==> src/rtl/irqc_pkg.sv <==
package irqc_pkg;

   typedef enum logic {
      ROLE_MASTER = 1'b0,
      ROLE_SLAVE  = 1'b1
   } irqc_role_e;

   typedef struct packed {
      logic ack;
      logic eoi;
      logic mask_wr;
      logic base_wr;
   } irqc_ctl_t;

endpackage

==> src/rtl/irqc_pick.sv <==
module irqc_pick #(
   parameter  int N  = 8,
   localparam int IW = $clog2(N)
) (
   input  logic [N-1:0]  vec_i,
   output logic          found_o,
   output logic [IW-1:0] idx_o
);

   always_comb begin
      found_o = |vec_i;
      idx_o   = '0;
      for (int i = N - 1; i >= 0; i--) begin
         if (vec_i[i]) idx_o = IW'(i);
      end
   end

endmodule

==> src/rtl/irqc_unit.sv <==
module irqc_unit
   import irqc_pkg::*;
#(
   parameter  int         N        = 8,
   parameter  int         VEC_W    = 8,
   parameter  int         CAS_LINE = 2,
   parameter  irqc_role_e ROLE     = ROLE_MASTER,
   localparam int         IW       = $clog2(N),
   localparam int         BASE_W   = VEC_W - IW
) (
   input  logic              clk,
   input  logic              rst_n,
   input  logic [N-1:0]      req_i,
   input  irqc_ctl_t         ctl_i,
   input  logic [VEC_W-1:0]  cfg_i,
   output logic              int_o,
   output logic [IW-1:0]     win_o,
   output logic [BASE_W-1:0] base_o,
   output logic [N-1:0]      isr_o
);

   logic [N-1:0]      irr_eff;
   logic [N-1:0]      pend;
   logic [N-1:0]      isr_q;
   logic [N-1:0]      mask_q;
   logic [BASE_W-1:0] base_q;
   logic [N-1:0]      ack_set;
   logic [N-1:0]      eoi_clr;
   logic              p_found;
   logic [IW-1:0]     p_idx;
   logic              s_found;
   logic [IW-1:0]     s_idx;
   logic              take;

   // request capture: edge-latched lines, or a level line for the chaining input
   for (genvar g = 0; g < N; g++) begin : g_line
      if (ROLE == ROLE_MASTER && g == CAS_LINE) begin : g_level
         assign irr_eff[g] = req_i[g];
      end else begin : g_edge
         logic prev_q;
         logic irr_q;
         always_ff @(posedge clk or negedge rst_n) begin
            if (!rst_n) begin
               prev_q <= 1'b0;
               irr_q  <= 1'b0;
            end else begin
               prev_q <= req_i[g];
               irr_q  <= (irr_q & ~ack_set[g]) | (req_i[g] & ~prev_q);
            end
         end
         assign irr_eff[g] = irr_q;
      end
   end

   assign pend = irr_eff & ~mask_q;

   irqc_pick #(.N(N)) pend_pick_i (
      .vec_i   (pend),
      .found_o (p_found),
      .idx_o   (p_idx)
   );

   irqc_pick #(.N(N)) svc_pick_i (
      .vec_i   (isr_q),
      .found_o (s_found),
      .idx_o   (s_idx)
   );

   assign int_o   = p_found && (!s_found || (p_idx < s_idx));
   assign take    = ctl_i.ack && int_o;
   assign ack_set = take ? ({{(N-1){1'b0}}, 1'b1} << p_idx) : '0;
   assign eoi_clr = (ctl_i.eoi && s_found) ? ({{(N-1){1'b0}}, 1'b1} << s_idx) : '0;

   always_ff @(posedge clk or negedge rst_n) begin
      if (!rst_n) begin
         isr_q  <= '0;
         mask_q <= '0;
         base_q <= '0;
      end else begin
         isr_q <= (isr_q & ~eoi_clr) | ack_set;
         if (ctl_i.mask_wr) mask_q <= cfg_i[N-1:0];
         if (ctl_i.base_wr) base_q <= cfg_i[BASE_W-1:0];
      end
   end

   assign win_o  = p_idx;
   assign base_o = base_q;
   assign isr_o  = isr_q;

endmodule

==> src/rtl/irqc_cascade_top.sv <==
module irqc_cascade_top
   import irqc_pkg::*;
#(
   parameter  int N          = 8,
   parameter  int VEC_W      = 8,
   parameter  int CAS_LINE   = 2,
   parameter  int REDIR_LINE = 1,
   localparam int IW         = $clog2(N),
   localparam int BASE_W     = VEC_W - IW,
   localparam int NREQ       = 2 * N
) (
   input  logic             clk,
   input  logic             rst_n,
   input  logic [NREQ-1:0]  irq_req,
   input  logic             cfg_wr,
   input  logic             cfg_chip,
   input  logic             cfg_sel_base,
   input  logic [VEC_W-1:0] cfg_data,
   input  logic             eoi,
   input  logic             eoi_chip,
   input  logic             int_ack,
   output logic             int_out,
   output logic [VEC_W-1:0] vec_out,
   output logic             vec_valid
);

   if (N < 2 || N != (1 << IW)) begin : g_bad_n
      $error("irqc_cascade_top: N must be a power of two, at least 2");
   end
   if (VEC_W < N || VEC_W <= IW) begin : g_bad_vw
      $error("irqc_cascade_top: VEC_W must hold a mask and a line number");
   end
   if (CAS_LINE >= N || REDIR_LINE >= N) begin : g_bad_line
      $error("irqc_cascade_top: chaining or redirect line out of range");
   end

   logic [N-1:0]      m_req, s_req;
   logic [N-1:0]      m_isr, s_isr;
   logic              m_int, s_int;
   logic [IW-1:0]     m_win, s_win;
   logic [BASE_W-1:0] m_base, s_base;
   irqc_ctl_t         m_ctl, s_ctl;
   logic              cas_win;
   logic              take;
   logic [VEC_W-1:0]  vec_q;
   logic              vec_v_q;

   always_comb begin
      s_req             = irq_req[NREQ-1:N];
      s_req[REDIR_LINE] = s_req[REDIR_LINE] | irq_req[CAS_LINE];
      m_req             = irq_req[N-1:0];
      m_req[CAS_LINE]   = s_int;
   end

   assign cas_win = (m_win == IW'(CAS_LINE));
   assign take    = int_ack && m_int;

   always_comb begin
      m_ctl.ack     = int_ack;
      m_ctl.eoi     = eoi && !eoi_chip;
      m_ctl.mask_wr = cfg_wr && !cfg_chip && !cfg_sel_base;
      m_ctl.base_wr = cfg_wr && !cfg_chip && cfg_sel_base;
      s_ctl.ack     = take && cas_win;
      s_ctl.eoi     = eoi && eoi_chip;
      s_ctl.mask_wr = cfg_wr && cfg_chip && !cfg_sel_base;
      s_ctl.base_wr = cfg_wr && cfg_chip && cfg_sel_base;
   end

   irqc_unit #(.N(N), .VEC_W(VEC_W), .CAS_LINE(CAS_LINE), .ROLE(ROLE_MASTER)) master_i (
      .clk    (clk),
      .rst_n  (rst_n),
      .req_i  (m_req),
      .ctl_i  (m_ctl),
      .cfg_i  (cfg_data),
      .int_o  (m_int),
      .win_o  (m_win),
      .base_o (m_base),
      .isr_o  (m_isr)
   );

   irqc_unit #(.N(N), .VEC_W(VEC_W), .CAS_LINE(CAS_LINE), .ROLE(ROLE_SLAVE)) slave_i (
      .clk    (clk),
      .rst_n  (rst_n),
      .req_i  (s_req),
      .ctl_i  (s_ctl),
      .cfg_i  (cfg_data),
      .int_o  (s_int),
      .win_o  (s_win),
      .base_o (s_base),
      .isr_o  (s_isr)
   );

   always_ff @(posedge clk or negedge rst_n) begin
      if (!rst_n) begin
         vec_q   <= '0;
         vec_v_q <= 1'b0;
      end else begin
         vec_v_q <= take;
         if (take) vec_q <= cas_win ? {s_base, s_win} : {m_base, m_win};
      end
   end

   assign int_out   = m_int;
   assign vec_out   = vec_q;
   assign vec_valid = vec_v_q;

endmodule

==> config.mk <==
export PLATFORM = sky130hd
export DESIGN_NAME = irqc_cascade_top
export DESIGN_NICKNAME = d
export VERILOG_FILES = /design/src/rtl/irqc_pkg.sv /design/src/rtl/irqc_pick.sv /design/src/rtl/irqc_unit.sv /design/src/rtl/irqc_cascade_top.sv
export SDC_FILE = /design/constraint.sdc
export NUM_CORES = 1
export LEC_CHECK = 0
export ABC_AREA = 1
export ABC_CLOCK_PERIOD_IN_PS = 3900
export BUFFER_PORTS_ARGS = -buffer_cell sky130_fd_sc_hd__buf_4
export CAP_MARGIN = 5
export CORE_UTILIZATION = 47
export CTS_CLUSTER_SIZE = 20
export DETAILED_ROUTE_END_ITERATION = 10
export GPL_TIMING_DRIVEN = 0
export PLACE_DENSITY = 0.64
export SYNTH_ARGS = -nofsm -noshare
export SYNTH_HDL_FRONTEND = slang
export SYNTH_SLANG_ARGS = --single-unit
==> constraint.sdc <==
create_clock -name clk -period 3.9 [get_ports clk]
set_input_delay 0.195 -clock clk [delete_from_list [all_inputs] [get_ports clk]]
set_output_delay 0.195 -clock clk [all_outputs]
set_load 0.02 [all_outputs]
-- After elaboration in Yosys (flattened, before gate mapping)
Cells that the tools add are included.
- bits in registers: 81
- latch bits: 0
- memory bits (writable): 0
- ROM bits: 0
- input port bits: 32
- output and inout port bits: 10
- logic and storage cells: 194
- memories: 0
- add/subtract/negate cells: 0
- multipliers: 0
- divide/modulo/power cells: 0
- $lt $le $gt $ge: 2
- eq/ne operators: 1
- shift operators: 4
- multiplexer cells: 37
- bitwise operators: 86
- reductions and logical operators: 26
- operators with widths (kind ; number):
    $mux 3 ; 32
    $mux 8 ; 5
    $and 8x8->8 ; 4
    $not 8->8 ; 4
    $reduce_or 8->1 ; 4
    $shl 1x3->8 const A ; 4
    $and 1x1->1 ; 30
    $not 1->1 ; 30
    $or 1x1->1 ; 16
    $or 8x8->8 ; 2
    $logic_and 1x1->1 ; 15
    $lt 3x3->1 ; 2
    $logic_not 1->1 ; 5
    $eq 3x2->1 const B ; 1
    $logic_or 1x1->1 ; 2

-- Depth between registers and ports, before layout
- word-level depth: 32
- gate-level depth with buffers: 31
- depth with buffers taken out: 30

-- Hierarchy
From an unflattened synthesis, not the netlist that was laid out.
- cells, all modules: 471
- area, all modules: 3992.6 um^2
- modules (own cells, without submodules) (module ; instances ; cells an instance ; area an instance (um^2) ; seq. area each (um^2)):
    irqc_unit at slave_i ; 1 ; 157 ; 1559.0 ; 925.9
    irqc_unit at master_i ; 1 ; 151 ; 1490.2 ; 875.8
    irqc_cascade_top ; 1 ; 75 ; 548.0 ; 225.2
    irqc_pick ; 4 ; 22 ; 98.8 ; 0.0

-- Least setup slack after synthesis
OpenSTA, ideal clock, no wires.
- path kind: flip-flop to flip-flop
- from: reg slave_i.mask_q[6]
- to: reg master_i.g_line[5].g_edge.irr_q
- setup time: 116 ps
- arrival: 2973 ps
- required time: 3784 ps
- slack: 810 ps
- cell stages (with the launch flop): 27
- path buffers: 1
- period minus slack after synthesis: 3090 ps
- cells stage by stage: dfrtp_1 > inv_1 > nand2_1 > o21ai_1 > nor2_1 > nor3_1 > ha_1 > nand2_1 > nor2_1 > nand2_1 > nand2_1 > nand2_1 > nand3_2 > nand2_1 > inv_2 > nand2_1 > nor2_4 > ha_1 > a21oi_1 > nand2_1 > nand2_2 > nand3_2 > inv_2 > buf_4 > nand2_1 > nand2_1 > nand2_1
- longest elaborated chain between the ends: 24
- elaborated cells on any way between the ends: 27
- classes of those cells: order compare: 2; shift: 1; mux: 11; bitwise: 6; reduce/logical: 7
- ends and longest elaborated chain (element ; RTL line ; RTL):
    start, declared ; irqc_unit.sv:25 ; logic [N-1:0] mask_q;
    start signal, assigned ; irqc_unit.sv:81 ; if (ctl_i.mask_wr) mask_q <= cfg_i[N-1:0];
    $not 8->8 (*) ; irqc_unit.sv:55 ; assign pend = irr_eff & ~mask_q;
    $and 8x8->8 (*) ; irqc_unit.sv:55 ;
    $mux 3 (7 in series) ; irqc_pick.sv:14 ; if (vec_i[i]) idx_o = IW'(i);
    $lt 3x3->1 ; irqc_unit.sv:69 ; assign int_o = p_found && (!s_found || (p_idx < s_idx));
    $logic_or 1x1->1 ; irqc_unit.sv:69 ;
    $logic_and 1x1->1 (*) ; irqc_unit.sv:69 ;
    $and 8x8->8 (*) ; irqc_unit.sv:55 ;
    $mux 3 (3 in series) ; irqc_pick.sv:14 ;
    $lt 3x3->1 ; irqc_unit.sv:69 ;
    $logic_or 1x1->1 ; irqc_unit.sv:69 ;
    $logic_and 1x1->1 (*) ; irqc_unit.sv:69 ;
    $logic_and 1x1->1 (*) ; irqc_unit.sv:70 ; assign take = ctl_i.ack && int_o;
    via master_i.take ; irqc_unit.sv:33 ; logic take;
    $mux 8 (*) ; irqc_unit.sv:71 ; assign ack_set = take ? ({{(N-1){1'b0}}, 1'b1} << p_idx) : '0;
    $not 1->1 (*) ; irqc_unit.sv:48 ; irr_q <= (irr_q & ~ack_set[g]) | (req_i[g] & ~prev_q);
    $and 1x1->1 (*) ; irqc_unit.sv:48 ;
    $or 1x1->1 (*) ; irqc_unit.sv:48 ;
    end signal, assigned ; irqc_unit.sv:48 ;
    end, declared ; irqc_unit.sv:41 ; logic irr_q;
Mark *: on every way through the listed nets, which the timed path passes. The rest lies on a longest branch.
A chain may end at the register's enable or synchronous reset.

-- Worst setup path after layout
- from: reg slave_i.isr_q[3], in the netlist slave_i.isr_o[3]
- to: out int_out
- longest elaborated chain between the ends: 14
- elaborated cells on any way between the ends: 17
- classes of those cells: order compare: 2; mux: 7; bitwise: 1; reduce/logical: 7
- ends and longest elaborated chain (element ; RTL line ; RTL):
    start, declared ; irqc_unit.sv:24 ; logic [N-1:0] isr_q;
    start signal, assigned ; irqc_unit.sv:80 ; isr_q <= (isr_q & ~eoi_clr) | ack_set;
    $mux 3 (4 in series) ; irqc_pick.sv:14 ;
    $lt 3x3->1 ; irqc_unit.sv:69 ;
    $logic_or 1x1->1 (*) ; irqc_unit.sv:69 ;
    $logic_and 1x1->1 (*) ; irqc_unit.sv:69 ;
    $and 8x8->8 (*) ; irqc_unit.sv:55 ;
    $mux 3 (3 in series) ; irqc_pick.sv:14 ;
    $lt 3x3->1 ; irqc_unit.sv:69 ;
    $logic_or 1x1->1 ; irqc_unit.sv:69 ;
    $logic_and 1x1->1 (*) ; irqc_unit.sv:69 ;
    end, declared ; irqc_cascade_top.sv:22 ; output logic int_out,
Mark *: on every way between the ends. The rest lies on a longest branch, timed or not.

==> results.yml <==
synth:
  ys_top_cells_by_count: "nand2_1, dfrtp_1, inv_1"
  synth-warning-count: 0
  synth-seq-cells: 81
  synth_edf_count: 0
  syn_area_per_cell_sq_um: 8.19
  ys.flop_type: "dfrtp_1"
  yosys.cell_types.count: 33
  synth_top_area_cell: "dfrtp_1"
  syn_inst: 466
  synthArstFlopShare_pct: 100
  synth.net_count: 501
  yosysMostFrequentCell: "nand2_1"
  synthTopCellsByArea: "dfrtp_1, nand2_1, inv_1"
  synth_area_sq_um: 3810
  ys_seq_area_share_pct: 53.1
  synth_top_area_share_pct: 53.1
drt:
  vias_per_cell: 4.84
  drc_errors: 0
  firstDrtPassIters: 5
  vias: 3086
  first_iter_violations: 163
  wl_um: 7890
  drtAntennaViolNets: 0
  wl_per_cell_um: 12.4
pwr:
  p_int_mw: 1.94
  leakagePower_nw: 2.46
  netSwitchingFraction_pct: 39.8
  p_comb_share_pct: 41.6
  irDropWorstVdd_v: 0.000347
  p_total_mw: 3.22
  seqPwrFrac_pct: 35.5
  p_sw_mw: 1.28
  power_frac_clock_pct: 22.9
  power_density_nw_per_um2: 693
timing:
  tightest_slew_ps: 999
  clock.fmax_mhz: 290
  worst_hold_slack_ps: 12.3
  slew-limit-headroom_pct: 33.4
  setup_viol: 0
  clock_skew_ps: 11.3
  grt_setup_unrepaired: "no"
  hold_viol_final: 0
  final_max_slew_viol_count: 0
  min_period_ps: 3450
  setup_tns_ps: 0
  min_period_over_period_pct: 88.4
clock_network:
  cts_htree_levels: 3
  clk_latency_ps: 340
  cts_buffers: 9
  cts_root_buffer: "clkbuf_8"
  clock_sinks: 81
  clockBufferDepth: 2
  cts.clk_slew.worst_paths_ps: 90
  post_cts_buffers: 0
  cts_tree: "yes"
global_route:
  first_global_vias: 2886
  grt_max_degree: 82
  grtUsageTotal_pct: 20.2
  grt-ovfl-total: 0
  grt_first_pass_wirelength_um: 13400
  antenna_found_initial: 0
floorplanning:
  start_util_pct: 48.9
  rows: 32
  dieArea_sq_um: 8480
  coreArea_sq_um: 7810
  ios: 42
  fp.dieW_um: 92.1
  die_h_um: 92.1
critical_path:
  path_delay_family: "simple AND/OR/NAND/NOR gates"
  crit_top_cell: "nand2_1"
  rr_startpoint: "slave_i.isr_o[3]"
  startpoint: "slave_i.isr_o[3]"
  critPathRequiredTime_ps: 3700
  rr_worst_depth: 25
  worstPathArrival_ps: 3250
  cp_num_cells: 22
  setup.worst_path.end: "int_out"
  cp_slowest_stage_delay_ps: 400
  r2r_setup_slack_ps: 530
  cp_cell_sequence: "nor2_2, nand2_1, nor2_1, inv_1, ha_1, nand2_1, nor2_1, nand2_1, nand2_1, nand2_1, nand3_2, nand2_1, inv_2, nand2_1, nor2_4, ha_1, a21oi_1, nand2_1, nand2_2, nand2_1, inv_1, buf_4"
  cp_slowest_cell: "dfrtp_1"
  cp_num_buf_inv: 4
  path_class: "flip-flop to output port"
  cp-end-kind: "output port"
  r2r-end: "master_i.g_line[0].g_edge.irr_q"
  crit_path_max_fanout: 9
  start_kind: "flip-flop"
status:
  status: "finished, final reports clean"
layout:
  finalNetCount: 567
  antenna_cells: 0
  final_util_pct: 59.5
  drive_above_1_share_pct: 16.4
  area_growth_pct: 21.7
placement:
  place.gp.congestion: 0.814
  dp_hpwl_um: 5750
  portBuffers: 41
run:
  drv_cap: 0
hold_path:
  worstHoldPathType: "input port to asynchronous set/reset pin"
## metal layers
metal / wire length (um) / global-route usage, % / up-vias
met1: 4030 / 29.4 / 1450
met5: 0 / 0 / -
met3: 256 / 3.23 / 7
met2: 3530 / 30.2 / 47
li1: - / - / 1582
met4: 80 / 7.81 / 0
## stage by stage
step,cells,setup slack [ps],instance area [sq um]
floorplan,466,810,3810
global placement,609,329,4250
detailed placement,609,267,4250
CTS,638,96.2,4630
global route,638,100,4640
finish,638,454,4640
## worst min path at each step
stage / from / end / slack (ps)
detailed placement: irq_req[4] / master_i.g_line[4].g_edge.prev_q / 310
finish: rst_n / slave_i.isr_o[7] / 10
global placement: irq_req[4] / master_i.g_line[4].g_edge.prev_q / 310
global route: irq_req[9] / slave_i.g_line[1].g_edge.prev_q / 50
floorplan: rst_n / master_i.base_o[0] / -100
CTS: irq_req[9] / slave_i.g_line[1].g_edge.prev_q / 30
## layout make-up
class	count	area, sq um
Buffer	5	31.3
Clock buffer	9	124
Clock inverter	6	115
Fill cell	729	3160
Inverter	84	315
Multi-Input combinational cell	296	1460
Sequential cell	81	2030
Tap cell	102	128
Timing Repair Buffer	55	448
## kinds of logic (layout without fill, tap and decap cells)
family / count (synthesis) / count (layout) / synth area share (%)
AOI/OAI and AO/OA: 75 / 75 / 12.0
adders and majority gates: 3 / 3 / 0.984
and+or+nand+nor: 218 / 218 / 24.8
DFF: 81 / 81 / 53.1
buffers and inverters: 89 / 159 / 9.08
## flip-flops by register name, indices dropped and copies added, names as in the netlist
signal	cells
slave_i.isr_o	8
slave_i.g_line.g_edge.irr_q	8
vec_valid	1
slave_i.base_o	5
master_i.g_line.g_edge.irr_q	7
master_i.isr_o	8
master_i.base_o	5
slave_i.g_line.g_edge.prev_q	8
master_i.mask_q	8
vec_out	8
slave_i.mask_q	8
master_i.g_line.g_edge.prev_q	7
## power groups by stage
stage	combinational (mW)	clock [mW]	sequential [mW]
floorplan	0.921	0	1.18
global placement	1.30	0	1.15
detailed placement	1.32	0	1.16
CTS	1.34	0.756	1.14
global route	1.52	0.785	1.17
finish	1.34	0.738	1.14
## cell usage in the layout, fill, tap and decap left out, drive strengths merged
cell | synthesis | final
nand2 | 152 | 152
nor4 | 2 | 2
o211ai | 5 | 5
or2 | 8 | 8
a21boi | 1 | 1
ha | 3 | 3
bufinv | 0 | 3
inv | 84 | 86
o21ai | 48 | 48
o21bai | 9 | 9
nand3 | 19 | 19
clkinvlp | 0 | 1
a21oi | 5 | 5
dfrtp | 81 | 81
buf | 3 | 44
nor2 | 26 | 26
nand4 | 1 | 1
nor3 | 10 | 10
o22ai | 4 | 4
clkbuf | 2 | 11
o31ai | 3 | 3
dlygate4sd3 | 0 | 14
## repair_timing
action	in CTS	in global routing
resized for setup	0	3
hold endpoints to repair	14	0
endpoints found under the setup margin	0	36
hold buffers	14	0
## worst register-to-register path, cell delays in order (launching register included)
cell and delay, ps:
dfrtp_1 400, nor2_2 220, nand2_1 130, nor2_1 110, inv_1 70, ha_1 290, nand2_1 50, nor2_1 90
nand2_1 60, nand2_1 50, nand2_1 60, nand3_2 70, nand2_1 60, inv_2 60, nand2_1 70, nor2_4 230
ha_1 290, a21oi_1 130, nand2_1 80, nand2_2 100, nand3_2 110, inv_2 100, buf_4 180, nand2_1 120
nand2_1 80, nand2_1 50
Power figures use the tool's default switching activity.
